==> config.mk <==
export PLATFORM = sky130hd
export DESIGN_NAME = ucode_sequencer
export DESIGN_NICKNAME = d
export VERILOG_FILES = /design/src/rtl/ucode_seq_pkg.sv /design/src/rtl/ucode_rom.sv /design/src/rtl/ucode_dispatch.sv /design/src/rtl/ucode_next.sv /design/src/rtl/ucode_sequencer.sv
export SDC_FILE = /design/constraint.sdc
export NUM_CORES = 1
export LEC_CHECK = 0
export ABC_AREA = 1
export CORE_MARGIN = 2
export CORE_UTILIZATION = 45
export DETAILED_ROUTE_END_ITERATION = 10
export PLACE_DENSITY_LB_ADDON = 0.1
export SYNTH_ARGS = -nofsm -noshare
export SYNTH_HDL_FRONTEND = slang
export SYNTH_SLANG_ARGS = --single-unit
==> constraint.sdc <==
create_clock -name clk -period 2.2 [get_ports clk]
set_input_delay 0.33 -clock clk [delete_from_list [all_inputs] [get_ports clk]]
set_output_delay 0.33 -clock clk [all_outputs]
set_load 0.01 [all_outputs]
==> src/rtl/ucode_seq_pkg.sv <==
package ucode_seq_pkg;

   typedef enum logic [2:0] {
      JT_NEXT   = 3'd0,
      JT_SPIN   = 3'd1,
      JT_FETCH  = 3'd2,
      JT_DISP   = 3'd3,
      JT_FTRUE  = 3'd4,
      JT_FFALSE = 3'd5,
      JT_HOLD   = 3'd6
   } jump_e;

   typedef struct packed {
      logic       ma_ld;
      logic       a_ld;
      logic       b_ld;
      logic       ir_ld;
      logic       pc_ld;
      logic       reg_wr;
      logic       reg_en;
      logic       mem_en;
      logic       mem_wr;
      logic       alu_en;
      logic       imm_en;
      logic [1:0] reg_sel;
      logic [1:0] imm_sel;
      logic [2:0] alu_op;
   } ctrl_t;

   localparam int unsigned CTRL_W = $bits(ctrl_t);

   // register select
   localparam logic [1:0] RS_PC  = 2'd0;
   localparam logic [1:0] RS_RS1 = 2'd1;
   localparam logic [1:0] RS_RS2 = 2'd2;
   localparam logic [1:0] RS_RD  = 2'd3;
   // immediate select
   localparam logic [1:0] IS_I = 2'd0;
   localparam logic [1:0] IS_J = 2'd1;
   localparam logic [1:0] IS_B = 2'd2;
   // ALU operation
   localparam logic [2:0] AO_PASS = 3'd0;
   localparam logic [2:0] AO_ADD4 = 3'd1;
   localparam logic [2:0] AO_SUB4 = 3'd2;
   localparam logic [2:0] AO_ADD  = 3'd3;
   localparam logic [2:0] AO_FUNC = 3'd4;

   // micro-address map
   localparam int unsigned A_FETCH0 = 0;
   localparam int unsigned A_FETCH1 = 1;
   localparam int unsigned A_FETCH2 = 2;
   localparam int unsigned A_ALU    = 3;
   localparam int unsigned A_ALUI   = 6;
   localparam int unsigned A_LW     = 9;
   localparam int unsigned A_JAL    = 14;
   localparam int unsigned A_BR     = 18;
   localparam int unsigned A_TRAP   = 24;
   localparam int unsigned N_WORDS  = 25;

   // opcodes
   localparam logic [4:0] OPC_ALU  = 5'h0C;
   localparam logic [4:0] OPC_ALUI = 5'h04;
   localparam logic [4:0] OPC_LW   = 5'h00;
   localparam logic [4:0] OPC_JAL  = 5'h1B;
   localparam logic [4:0] OPC_BR   = 5'h18;

endpackage

==> src/rtl/ucode_rom.sv <==
module ucode_rom
   import ucode_seq_pkg::*;
#(
   parameter int unsigned UPC_W = 6
) (
   input  logic [UPC_W-1:0] upc,
   output ctrl_t            ctrl,
   output jump_e            jt
);

   int unsigned addr;

   always_comb begin
      addr = int'(upc);
      ctrl = '0;
      jt   = JT_FETCH;
      case (addr)
         A_FETCH0: begin
            ctrl.ma_ld = 1'b1; ctrl.a_ld = 1'b1; ctrl.reg_en = 1'b1;
            ctrl.reg_sel = RS_PC; jt = JT_NEXT;
         end
         A_FETCH1: begin
            ctrl.ir_ld = 1'b1; ctrl.mem_en = 1'b1; jt = JT_SPIN;
         end
         A_FETCH2: begin
            ctrl.pc_ld = 1'b1; ctrl.alu_en = 1'b1; ctrl.alu_op = AO_ADD4;
            jt = JT_DISP;
         end
         A_ALU, A_ALUI, A_LW, A_BR: begin
            ctrl.a_ld = 1'b1; ctrl.reg_en = 1'b1; ctrl.reg_sel = RS_RS1;
            jt = JT_NEXT;
         end
         A_ALU + 1, A_BR + 1: begin
            ctrl.b_ld = 1'b1; ctrl.reg_en = 1'b1; ctrl.reg_sel = RS_RS2;
            jt = JT_NEXT;
         end
         A_ALUI + 1, A_LW + 1: begin
            ctrl.b_ld = 1'b1; ctrl.imm_en = 1'b1; ctrl.imm_sel = IS_I;
            jt = JT_NEXT;
         end
         A_ALU + 2, A_ALUI + 2: begin
            ctrl.reg_wr = 1'b1; ctrl.reg_en = 1'b1; ctrl.reg_sel = RS_RD;
            ctrl.alu_en = 1'b1; ctrl.alu_op = AO_FUNC; jt = JT_FETCH;
         end
         A_LW + 2: begin
            ctrl.ma_ld = 1'b1; ctrl.alu_en = 1'b1; ctrl.alu_op = AO_ADD;
            jt = JT_NEXT;
         end
         A_LW + 3: begin
            ctrl.reg_wr = 1'b1; ctrl.reg_en = 1'b1; ctrl.reg_sel = RS_RD;
            ctrl.mem_en = 1'b1; jt = JT_SPIN;
         end
         A_LW + 4: jt = JT_FETCH;
         A_JAL: begin
            ctrl.reg_wr = 1'b1; ctrl.reg_en = 1'b1; ctrl.reg_sel = RS_RD;
            ctrl.alu_en = 1'b1; ctrl.alu_op = AO_PASS; jt = JT_NEXT;
         end
         A_JAL + 1, A_BR + 3: begin
            ctrl.a_ld = 1'b1; ctrl.alu_en = 1'b1; ctrl.alu_op = AO_SUB4;
            jt = JT_NEXT;
         end
         A_JAL + 2: begin
            ctrl.b_ld = 1'b1; ctrl.imm_en = 1'b1; ctrl.imm_sel = IS_J;
            jt = JT_NEXT;
         end
         A_JAL + 3, A_BR + 5: begin
            ctrl.pc_ld = 1'b1; ctrl.alu_en = 1'b1; ctrl.alu_op = AO_ADD;
            jt = JT_FETCH;
         end
         A_BR + 2: begin
            ctrl.a_ld = 1'b1; ctrl.reg_en = 1'b1; ctrl.reg_sel = RS_PC;
            jt = JT_FFALSE;
         end
         A_BR + 4: begin
            ctrl.b_ld = 1'b1; ctrl.imm_en = 1'b1; ctrl.imm_sel = IS_B;
            jt = JT_NEXT;
         end
         A_TRAP: jt = JT_HOLD;
         default: jt = JT_FETCH;
      endcase
   end

endmodule

==> src/rtl/ucode_dispatch.sv <==
module ucode_dispatch
   import ucode_seq_pkg::*;
#(
   parameter int unsigned UPC_W   = 6,
   parameter int unsigned OP_W    = 5,
   parameter bit          TRAP_EN = 1'b1
) (
   input  logic [OP_W-1:0]  opcode,
   output logic [UPC_W-1:0] target
);

   localparam logic [UPC_W-1:0] MISS_ADDR =
      TRAP_EN ? UPC_W'(A_TRAP) : UPC_W'(A_FETCH0);

   always_comb begin
      case (opcode)
         OP_W'(OPC_ALU):  target = UPC_W'(A_ALU);
         OP_W'(OPC_ALUI): target = UPC_W'(A_ALUI);
         OP_W'(OPC_LW):   target = UPC_W'(A_LW);
         OP_W'(OPC_JAL):  target = UPC_W'(A_JAL);
         OP_W'(OPC_BR):   target = UPC_W'(A_BR);
         default:         target = MISS_ADDR;
      endcase
   end

endmodule

==> src/rtl/ucode_next.sv <==
module ucode_next
   import ucode_seq_pkg::*;
#(
   parameter int unsigned UPC_W = 6
) (
   input  jump_e            jt,
   input  logic [UPC_W-1:0] upc,
   input  logic [UPC_W-1:0] disp,
   input  logic             cond,
   input  logic             busy,
   output logic [UPC_W-1:0] nxt
);

   localparam logic [UPC_W-1:0] FETCH0 = UPC_W'(A_FETCH0);

   logic [UPC_W-1:0] inc;
   assign inc = upc + UPC_W'(1);

   always_comb begin
      case (jt)
         JT_NEXT:   nxt = inc;
         JT_SPIN:   nxt = busy ? upc : inc;
         JT_FETCH:  nxt = FETCH0;
         JT_DISP:   nxt = disp;
         JT_FTRUE:  nxt = cond ? FETCH0 : inc;
         JT_FFALSE: nxt = cond ? inc : FETCH0;
         JT_HOLD:   nxt = upc;
         default:   nxt = FETCH0;
      endcase
   end

endmodule

==> src/rtl/ucode_sequencer.sv <==
module ucode_sequencer
   import ucode_seq_pkg::*;
#(
   parameter int unsigned UPC_W   = 6,
   parameter int unsigned OP_W    = 5,
   parameter bit          TRAP_EN = 1'b1
) (
   input  logic              clk,
   input  logic              rst_n,
   input  logic [OP_W-1:0]   opcode_i,
   input  logic              cond_i,
   input  logic              busy_i,
   output logic [CTRL_W-1:0] ctrl_o,
   output logic [UPC_W-1:0]  upc_o,
   output logic              illegal_o
);

   localparam int unsigned MAX_WORDS = 1 << UPC_W;

   if (MAX_WORDS < N_WORDS) begin : g_bad_upc
      $error("UPC_W too small for the control store map");
   end
   if (OP_W != 5) begin : g_bad_op
      $error("OP_W must be 5 to match the dispatch table");
   end

   logic [UPC_W-1:0] upc_q;
   logic [UPC_W-1:0] upc_d;
   logic [UPC_W-1:0] disp;
   ctrl_t            ctrl;
   jump_e            jt;

   ucode_rom #(.UPC_W(UPC_W)) u_rom (
      .upc  (upc_q),
      .ctrl (ctrl),
      .jt   (jt)
   );

   ucode_dispatch #(.UPC_W(UPC_W), .OP_W(OP_W), .TRAP_EN(TRAP_EN)) u_disp (
      .opcode (opcode_i),
      .target (disp)
   );

   ucode_next #(.UPC_W(UPC_W)) u_next (
      .jt   (jt),
      .upc  (upc_q),
      .disp (disp),
      .cond (cond_i),
      .busy (busy_i),
      .nxt  (upc_d)
   );

   always_ff @(posedge clk or negedge rst_n) begin
      if (!rst_n) upc_q <= UPC_W'(A_FETCH0);
      else        upc_q <= upc_d;
   end

   if (TRAP_EN) begin : g_trap
      assign illegal_o = (upc_q == UPC_W'(A_TRAP));
   end else begin : g_no_trap
      assign illegal_o = 1'b0;
   end

   assign ctrl_o = ctrl;
   assign upc_o  = upc_q;

endmodule

## After elaboration in Yosys (flattened, before gate mapping)

Index checks and enable logic that the tools add are counted.

| word-level totals | value |
|---|---|
| memory bits (writable) | 0 |
| memories | 0 |
| input port bits | 9 |
| latch bits | 0 |
| ROM bits | 0 |
| logic and storage cells | 74 |
| flip-flop bits (word level) | 6 |

| operators by class | value |
|---|---|
| shifts and indexed selects | 0 |
| reductions and logical operators | 19 |
| bitwise gates (word level) | 1 |
| multiply operators | 0 |
| magnitude comparators | 0 |
| $add $sub $neg | 1 |
| equality and inequality tests | 33 |
| divide/modulo/power cells | 0 |
| mux-type cells | 19 |

Operators by type and width:

| kind | number |
|---|---|
| 6-bit by 5-bit equality test with 1-bit output, second input constant | 9 |
| 6-bit by 4-bit equality test with 1-bit output, second input constant | 7 |
| 6-bit case mux with 6 select lines | 1 |
| 5-bit case mux with 5 select lines | 1 |
| 6-bit by 3-bit equality test with 1-bit output, second input constant | 4 |
| 6-bit two-way mux | 3 |
| 3-bit case mux with 5 select lines | 1 |
| 15-bit OR reduction | 1 |
| 6-bit by 2-bit equality test with 1-bit output, second input constant | 2 |
| 3-bit case mux with 4 select lines | 1 |
| 12-bit OR reduction | 1 |
| 4-bit OR reduction | 3 |
| 5-bit equality test, second input constant | 2 |
| 1-bit two-way mux | 10 |
| 2-bit OR reduction | 5 |
| 3-bit equality test, second input constant | 3 |
| 9-bit OR reduction | 1 |
| 8-bit OR reduction | 1 |
| 6-bit by 1-bit adder with 6-bit output, second input constant | 1 |
| 6-bit by 1-bit equality test with 1-bit output, second input constant | 1 |
| 6-bit zero test | 1 |
| 2-bit case mux with 3 select lines | 1 |
| 3-bit OR reduction | 2 |
| 6-bit OR reduction | 1 |
| 10 further kinds | 10 |

## Longest topological paths before layout

Gate-level depths: netlist of the first run.

| depth | value |
|---|---|
| depth after elaboration | 6 |
| gate-level depth with buffers | 13 |

## Modules after synthesis

Synthesis of the first run repeated with hierarchy kept, for this count alone.

| second synthesis, totals | value |
|---|---|
| cell total of the unflattened synthesis | 199 |
| area total of the unflattened synthesis | 1059.8 um^2 |

Modules (own cells, without submodules):

| module | area each (um^2) | cells each | seq. area each (um^2) | instances |
|---|---|---|---|---|
| ucode_rom | 465.4 | 103 | 0.0 | 1 |
| ucode_next | 287.8 | 60 | 0.0 | 1 |
| ucode_sequencer | 178.9 | 13 | 150.1 | 1 |
| ucode_dispatch | 127.6 | 23 | 0.0 | 1 |

## Least setup slack after synthesis of the first run

Ideal clock, no wire load.

| timing | value |
|---|---|
| kind | register to output |
| start | reg upc_q[0] (netlist: upc_o[0]) |
| end | out ctrl_o[11] |
| arrival time | 1.729 ns |
| stages on the path, launching flop included | 9 |
| data required time | 1.870 ns |
| path slack | 0.141 ns |
| cell sequence | dfrtp_1 > inv_1 > ha_1 > nand3_1 > a21oi_1 > inv_1 > nand3_1 > inv_1 > nand3_1 |

| between the ends | value |
|---|---|
| longest elaborated chain between the ends | 3 |
| elaborated cells on any way between the ends | 14 |
| those cells by class | eq/ne (11); mux (1); reduce/logical (2) |

Ends and longest elaborated chain:

| element | line | RTL |
|---|---|---|
| start, declared | ucode_sequencer.sv:27 | `logic [UPC_W-1:0] upc_q;` |
| start signal, assigned | ucode_sequencer.sv:54 | `if (!rst_n) upc_q <= UPC_W'(A_FETCH0);` |
| start signal, assigned | ucode_sequencer.sv:55 | `else upc_q <= upc_d;` |
| 6-bit by 3-bit equality test with 1-bit output, or another cell as far along | ucode_rom.sv:17 | `case (addr)` |
| 12-bit OR reduction (no source line) * | - |  |
| 1-bit two-way mux * | ucode_rom.sv:17 |  |
| end, declared | ucode_sequencer.sv:13 | `output logic [CTRL_W-1:0] ctrl_o,` |

Mark *: on every way between the ends. The rest lies on a longest branch, timed or not.

## Worst setup path after layout of the first run

| timing | value |
|---|---|
| start | reg upc_q[0] (netlist: upc_o[0]) |
| end | out ctrl_o[8] |

| between the ends | value |
|---|---|
| longest elaborated chain between the ends | 3 |
| elaborated cells on any way between the ends | 11 |
| those cells by class | eq/ne (9); mux (1); reduce/logical (1) |

Ends and longest elaborated chain:

| element | line |
|---|---|
| 6-bit by 2-bit equality test with 1-bit output, or another cell as far along | ucode_rom.sv:17 |
| 9-bit OR reduction (no source line) * | - |
| 1-bit two-way mux * | ucode_rom.sv:17 |

Marked as above.

==> results.json, run 1 <==
{
  "status": "completed",
  "drt_iter0_drc": 49,
  "ys_types": 27,
  "ant_nets": 0,
  "worstSkewPairLatency_ps": 240,
  "cp-start-kind": "flip-flop",
  "die_area_mm2": 0.00253,
  "overflow": 0,
  "hold_buffers": 0,
  "core_mm2": 0.00200,
  "vias": 1328,
  "setup_viol": 0,
  "hold_violations": 0,
  "htree_levels": 1,
  "layout_commonest_cell": "nand2_1",
  "end_kind": "primary output",
  "drive_gt1_frac": 0.423,
  "die_x_um": 50.3,
  "die_h_um": 50.3,
  "final_cell_mix": "nand2_1 (32), buf_4 (26), nand3_1 (18), clkdlybuf4s50_1 (16), nor2_2 (15)",
  "grt_max_degree": 8,
  "arrival_ps": 1870,
  "pre_cts_slack_ps": -48.3,
  "ys_warn_count": 0,
  "p_per_area_mw_per_mm2": 850,
  "crit_start": "upc_o[0]",
  "synth_edf_count": 0,
  "grt_pass1_wl_um": 5930,
  "layout.cells.non_filler": 240,
  "largest_reg_flops": 6,
  "initial_core_util": 0.482,
  "async_reset_ff_frac": 1.00,
  "synth-seq-area-share": 0.156,
  "avgSynthCellArea_um2": 6.35,
  "setup_ws_ps": 0.0420,
  "path_class": "flip-flop to primary output",
  "hold-worst-slack_ps": 352,
  "p_leak_nw": 0.894,
  "rows": 16,
  "worst_clock_skew_ps": 0.563,
  "dp_hpwl_um": 2460,
  "min_period_ps": 2200,
  "power_w": 0.00138,
  "vdd_ir_drop_max_uv": 841,
  "drc_errors": 0,
  "routedWlPerCell_um": 16.9,
  "fmax_mhz": 455,
  "synth-seq-cells": 6,
  "cts_tree": "done",
  "netlist_instances": 152,
  "rsz0062_at_grt": "yes",
  "area_delta_synth_final_pct": 68.9,
  "syn_area_um2": 965,
  "synth_area_leaders": "dfrtp_1 (16%), nand2_1 (13%), nand3_1 (12%)",
  "io_buffers": 32,
  "fillerInstances": 137,
  "r2r_start": "upc_o[0]",
  "num_antenna_cells": 0,
  "clock-sinks": 6,
  "antenna_found_initial": 0,
  "root_buffer": "clkbuf_4",
  "cts.path.max_buffers": 2,
  "critPathRequiredTime_ps": 1870,
  "drv_cap": 0,
  "slew_violations": 0,
  "fin_crit_sh": 1.00,
  "nNetsFinal": 229,
  "ys.flop_type": "dfrtp_1",
  "num_io_pins": 34,
  "clk_pin_slew_ps": 50,
  "firstDrtPassIters": 5,
  "vias_per_cell": 5.53,
  "numCtsBuffers": 3,
  "hold_path.class": "input pin to async pin",
  "synth_top_area_share": 0.156,
  "placed_cells": 227,
  "grt_pass1_vias": 1316,
  "yosysTopAreaCell": "dfrtp_1",
  "place.gp.congestion": 0.912,
  "routed_wl_um": 4060,
  "critPathMaxFanout": 6,
  "track_usage": 0.310
}
[synth_stat cells, types with 2 or more instances]
cell	n
ha_1	5
nand2_1	34
nand3_1	23
nor2_8	2
nor2_4	2
inv_2	4
nand2_2	3
nor3_1	2
nor2_2	9
nand4_1	8
a21oi_1	4
nor2_1	18
o21ai_0	2
inv_1	15
xor2_1	3
dfrtp_1	6
buf_4	2
[worst max-delay path: stages (launching register included)]
cell	delay, ps
dfrtp_2	440
buf_12	140
ha_4	180
nand2_2	90
nor2_2	40
a31oi_2	180
nand3_1	110
buf_4	160
nor3_4	110
nand2_1	60
buf_2	140
[metal layers]
layer,routed length (um),up-vias,GRT usage
met3,188,24,0.0446
met2,2130,65,0.566
met1,1510,624,0.337
met5,0,-,0
li1,-,615,-
met4,232,0,0.180
[kinds of logic after synthesis]
kind of cell,Yosys count,share of synthesized area
DFF,6,0.156
and+or+nand+nor,104,0.555
AOI/OAI and AO/OA,11,0.0921
buffers and inverters,22,0.101
xor gates and xnor gates,3,0.0272
adders and majority gates,5,0.0649
other,1,0.00389
[cell type report]
type	instances	area, um^2	share of cell area
repair buffers	60	520	0.320
clock buffers	3	22.5	0.0138
well taps	27	33.8	0.0207
inverters	19	71.3	0.0438
flip-flops and latches	6	156	0.0960
multi-input cells	125	825	0.506
[where the power goes]
group / leakage [nW] / switching (W) / internal, W / total [W]
combinational: 0.809 / 0.000602 / 0.000481 / 0.00108
sequential: 0.0715 / 0.0000540 / 0.000145 / 0.000199
clock: 0.0138 / 0.0000405 / 0.0000618 / 0.000102
[metrics by stage]
stage | setup TNS [ps] | util | cell area [um^2]
3_3_place_gp | 0 | 0.715 | 1430
2_1_floorplan | 0 | - | 968
3_5_place_dp | -147 | 0.715 | 1430
6_report | 0 | 0.814 | 1630
4_1_cts | 0 | 0.784 | 1570
5_1_grt | -74.1 | 0.814 | 1630
[worst paths after layout]
path	cells after the start	end	slack (ps)
worst max-delay path	10	ctrl_o[8]	0.04
worst min-delay path	1	upc_o[4]	350
worst max register to register	12	upc_o[2]	120
worst min register to register	3	upc_o[0]	730
max in group asynchronous	1	upc_o[1]	1590
min in group clk	3	upc_o[0]	730
[repair_timing]
action / in CTS / in global routing
pin swaps: 6 / 6
cloned: 0 / 0
resized for setup: 42 / 20
setup buffers: 6 / 5
setup endpoints to repair: 14 / 14
(Power assumes the default switching activity.)
==> run 2: changes to the inputs <==
--- a/config.mk
+++ b/config.mk
@@ -9,6 +9,7 @@
 export CORE_MARGIN = 2
 export CORE_UTILIZATION = 45
 export DETAILED_ROUTE_END_ITERATION = 10
+export GPL_TIMING_DRIVEN = 0
 export PLACE_DENSITY_LB_ADDON = 0.1
 export SYNTH_ARGS = -nofsm -noshare
 export SYNTH_HDL_FRONTEND = slang
==> run 2 against run 1 <==
  * The run now ends with setup timing left
  * Clock power about the same
  * Die area stayed put
  * Global-route usage fell by 5.5 points
  * Clock skew about the same
  * Clock-buffer cell count unchanged
  * Total power decreased by 5.3%
  * Sequential share of layout area about the same
  * First-iteration DRC count shrank 43%
  * Flip-flop and latch count unchanged
  * Worst hold slack got worse by 20 ps
==> results.json, run 2 (synthesis gave the netlist of run 1 again) <==
{
  "power_w": 0.00131,
  "initial_core_util": 0.482,
  "reg2reg_depth": 12,
  "cpPeakStageDelay_ps": 470,
  "crit_start": "upc_o[0]",
  "grt_max_degree": 11,
  "fin_crit_sh": 1.00,
  "worstSkewPairLatency_ps": 240,
  "hold_violations": 0,
  "critPathMaxFanout": 5,
  "drc_errors": 0,
  "worstPathCellList": "ha_1 -> nand3_1 -> nand4_1 -> buf_4 -> or2_2 -> buf_6",
  "status": "complete, but fails checks",
  "cp_slowest_cell": "dfrtp_2",
  "num_antenna_cells": 0,
  "grt_pass1_vias": 1132,
  "crit_end": "ctrl_o[5]",
  "dp_hpwl_um": 2140,
  "tns_ps": -2.20,
  "core_mm2": 0.00200,
  "cp-start-kind": "flip-flop",
  "worstReg2RegEnd": "upc_o[2]",
  "setup_viol": 1,
  "arrival_ps": 1870,
  "rsz0062_at_grt": "yes",
  "slew_violations": 0,
  "drive_gt1_frac": 0.345,
  "p_per_area_mw_per_mm2": 820,
  "firstDrtPassIters": 4,
  "antenna_found_initial": 0,
  "rows": 16,
  "drv_cap": 0,
  "routed_wl_um": 3250,
  "worst_clock_skew_ps": 0.683,
  "cts_tree": "done",
  "num_io_pins": 34,
  "fillerInstances": 152,
  "utilization": 0.798,
  "critPathRequiredTime_ps": 1870,
  "p_leak_nw": 0.902,
  "area_delta_synth_final_pct": 65.6,
  "violations": "setup timing",
  "routedWlPerCell_um": 14.0,
  "drt_iter0_drc": 28,
  "die_x_um": 50.3,
  "fmax_mhz": 454,
  "hold-worst-slack_ps": 331,
  "numCtsBuffers": 3,
  "grt_pass1_wl_um": 5000,
  "clk_pin_slew_ps": 50,
  "final_cell_mix": "nand2_1 (33), nand3_1 (19), buf_4 (18), nor2_1 (16), clkdlybuf4s50_1 (16)",
  "clock-sinks": 6,
  "end_kind": "primary output",
  "path_class": "flip-flop to primary output",
  "die_h_um": 50.3,
  "root_buffer": "clkbuf_4",
  "htree_levels": 1,
  "io_buffers": 32,
  "hold_path.class": "input pin to async pin",
  "nNetsFinal": 222,
  "hold_buffers": 0,
  "overflow": 0,
  "reg2reg_slack_ps": 100,
  "setup_ws_ps": -2.20,
  "pre_cts_slack_ps": -347,
  "ant_nets": 0,
  "vias": 1213,
  "vdd_ir_drop_max_uv": 787,
  "largest_reg_flops": 6,
  "layout_commonest_cell": "nand2_1",
  "track_usage": 0.255,
  "min_period_ps": 2200,
  "vias_per_cell": 5.21,
  "die_area_mm2": 0.00253,
  "r2r_start": "upc_o[0]",
  "place.gp.congestion": 0.894,
  "cts.path.max_buffers": 2
}
-- run 2: cell count changes in the layout (fill, tap and decap cells not counted), moves of 2 or more --
cell / delta
buf_2: -2
buf_4: -8
buf_6: +3
clkbuf_2: -3
dfrtp_1: +2
dfrtp_2: -2
dlymetal6s2s_1: +2
ha_2: -2
inv_4: +2
nand3_2: -2
nor2_1: +4
nor2_2: -5
-- run 2: worst min-delay path by stage --
stage           from  endpoint  depth (start not counted)
6_report       rst_n  upc_o[5]                          1
2_1_floorplan  rst_n  upc_o[0]                          0
3_3_place_gp   rst_n  upc_o[5]                          1
5_1_grt        rst_n  upc_o[5]                          1
4_1_cts        rst_n  upc_o[4]                          1
3_5_place_dp   rst_n  upc_o[5]                          1
-- run 2: metal layers --
layer | routed length [um] | GRT usage
met2 | 1720 | 0.465
met1 | 1310 | 0.303
met4 | 40 | 0.0676
met5 | 0 | 0
met3 | 179 | 0.0476
-- run 2: metrics by stage --
step	instance area, um^2	std cells
after floorplan	968	153
after global placement	1320	212
after detailed placement	1320	212
after CTS	1510	229
after global routing	1600	233
final	1600	233
-- run 2: cell type report --
| cell class | instances | area, um^2 | area share |
|---|---|---|---|
| buffer | 3 | 30.0 | 0.0188 |
| sequential | 6 | 154 | 0.0963 |
| clock buffer | 3 | 22.5 | 0.0141 |
| tap | 27 | 33.8 | 0.0211 |
| multi-input combinational | 125 | 818 | 0.512 |
| timing repair buffer | 50 | 463 | 0.290 |
| inverter | 19 | 76.3 | 0.0478 |
-- run 2: repair_timing --
action                                  CTS  global route
hold endpoints to repair                  0             0
buffers inserted                         14             4
cloned                                    0             0
pin swaps                                 7             1
endpoints found under the setup margin   17            14
resized for setup                        34            17
-- run 2: worst max-delay path, delay by kind of cell (launching register included) --
kind	cells	cell delay [ps]
and+or+nand+nor	3	560
buffers and inverters	2	310
DFF	1	470
adders and majority gates	1	280
-- run 2: report_power, final --
part | internal, W | switching (W)
Combinational | 0.000458 | 0.000557
Clock | 0.0000618 | 0.0000415
Sequential | 0.000143 | 0.0000482
Total | 0.000664 | 0.000647
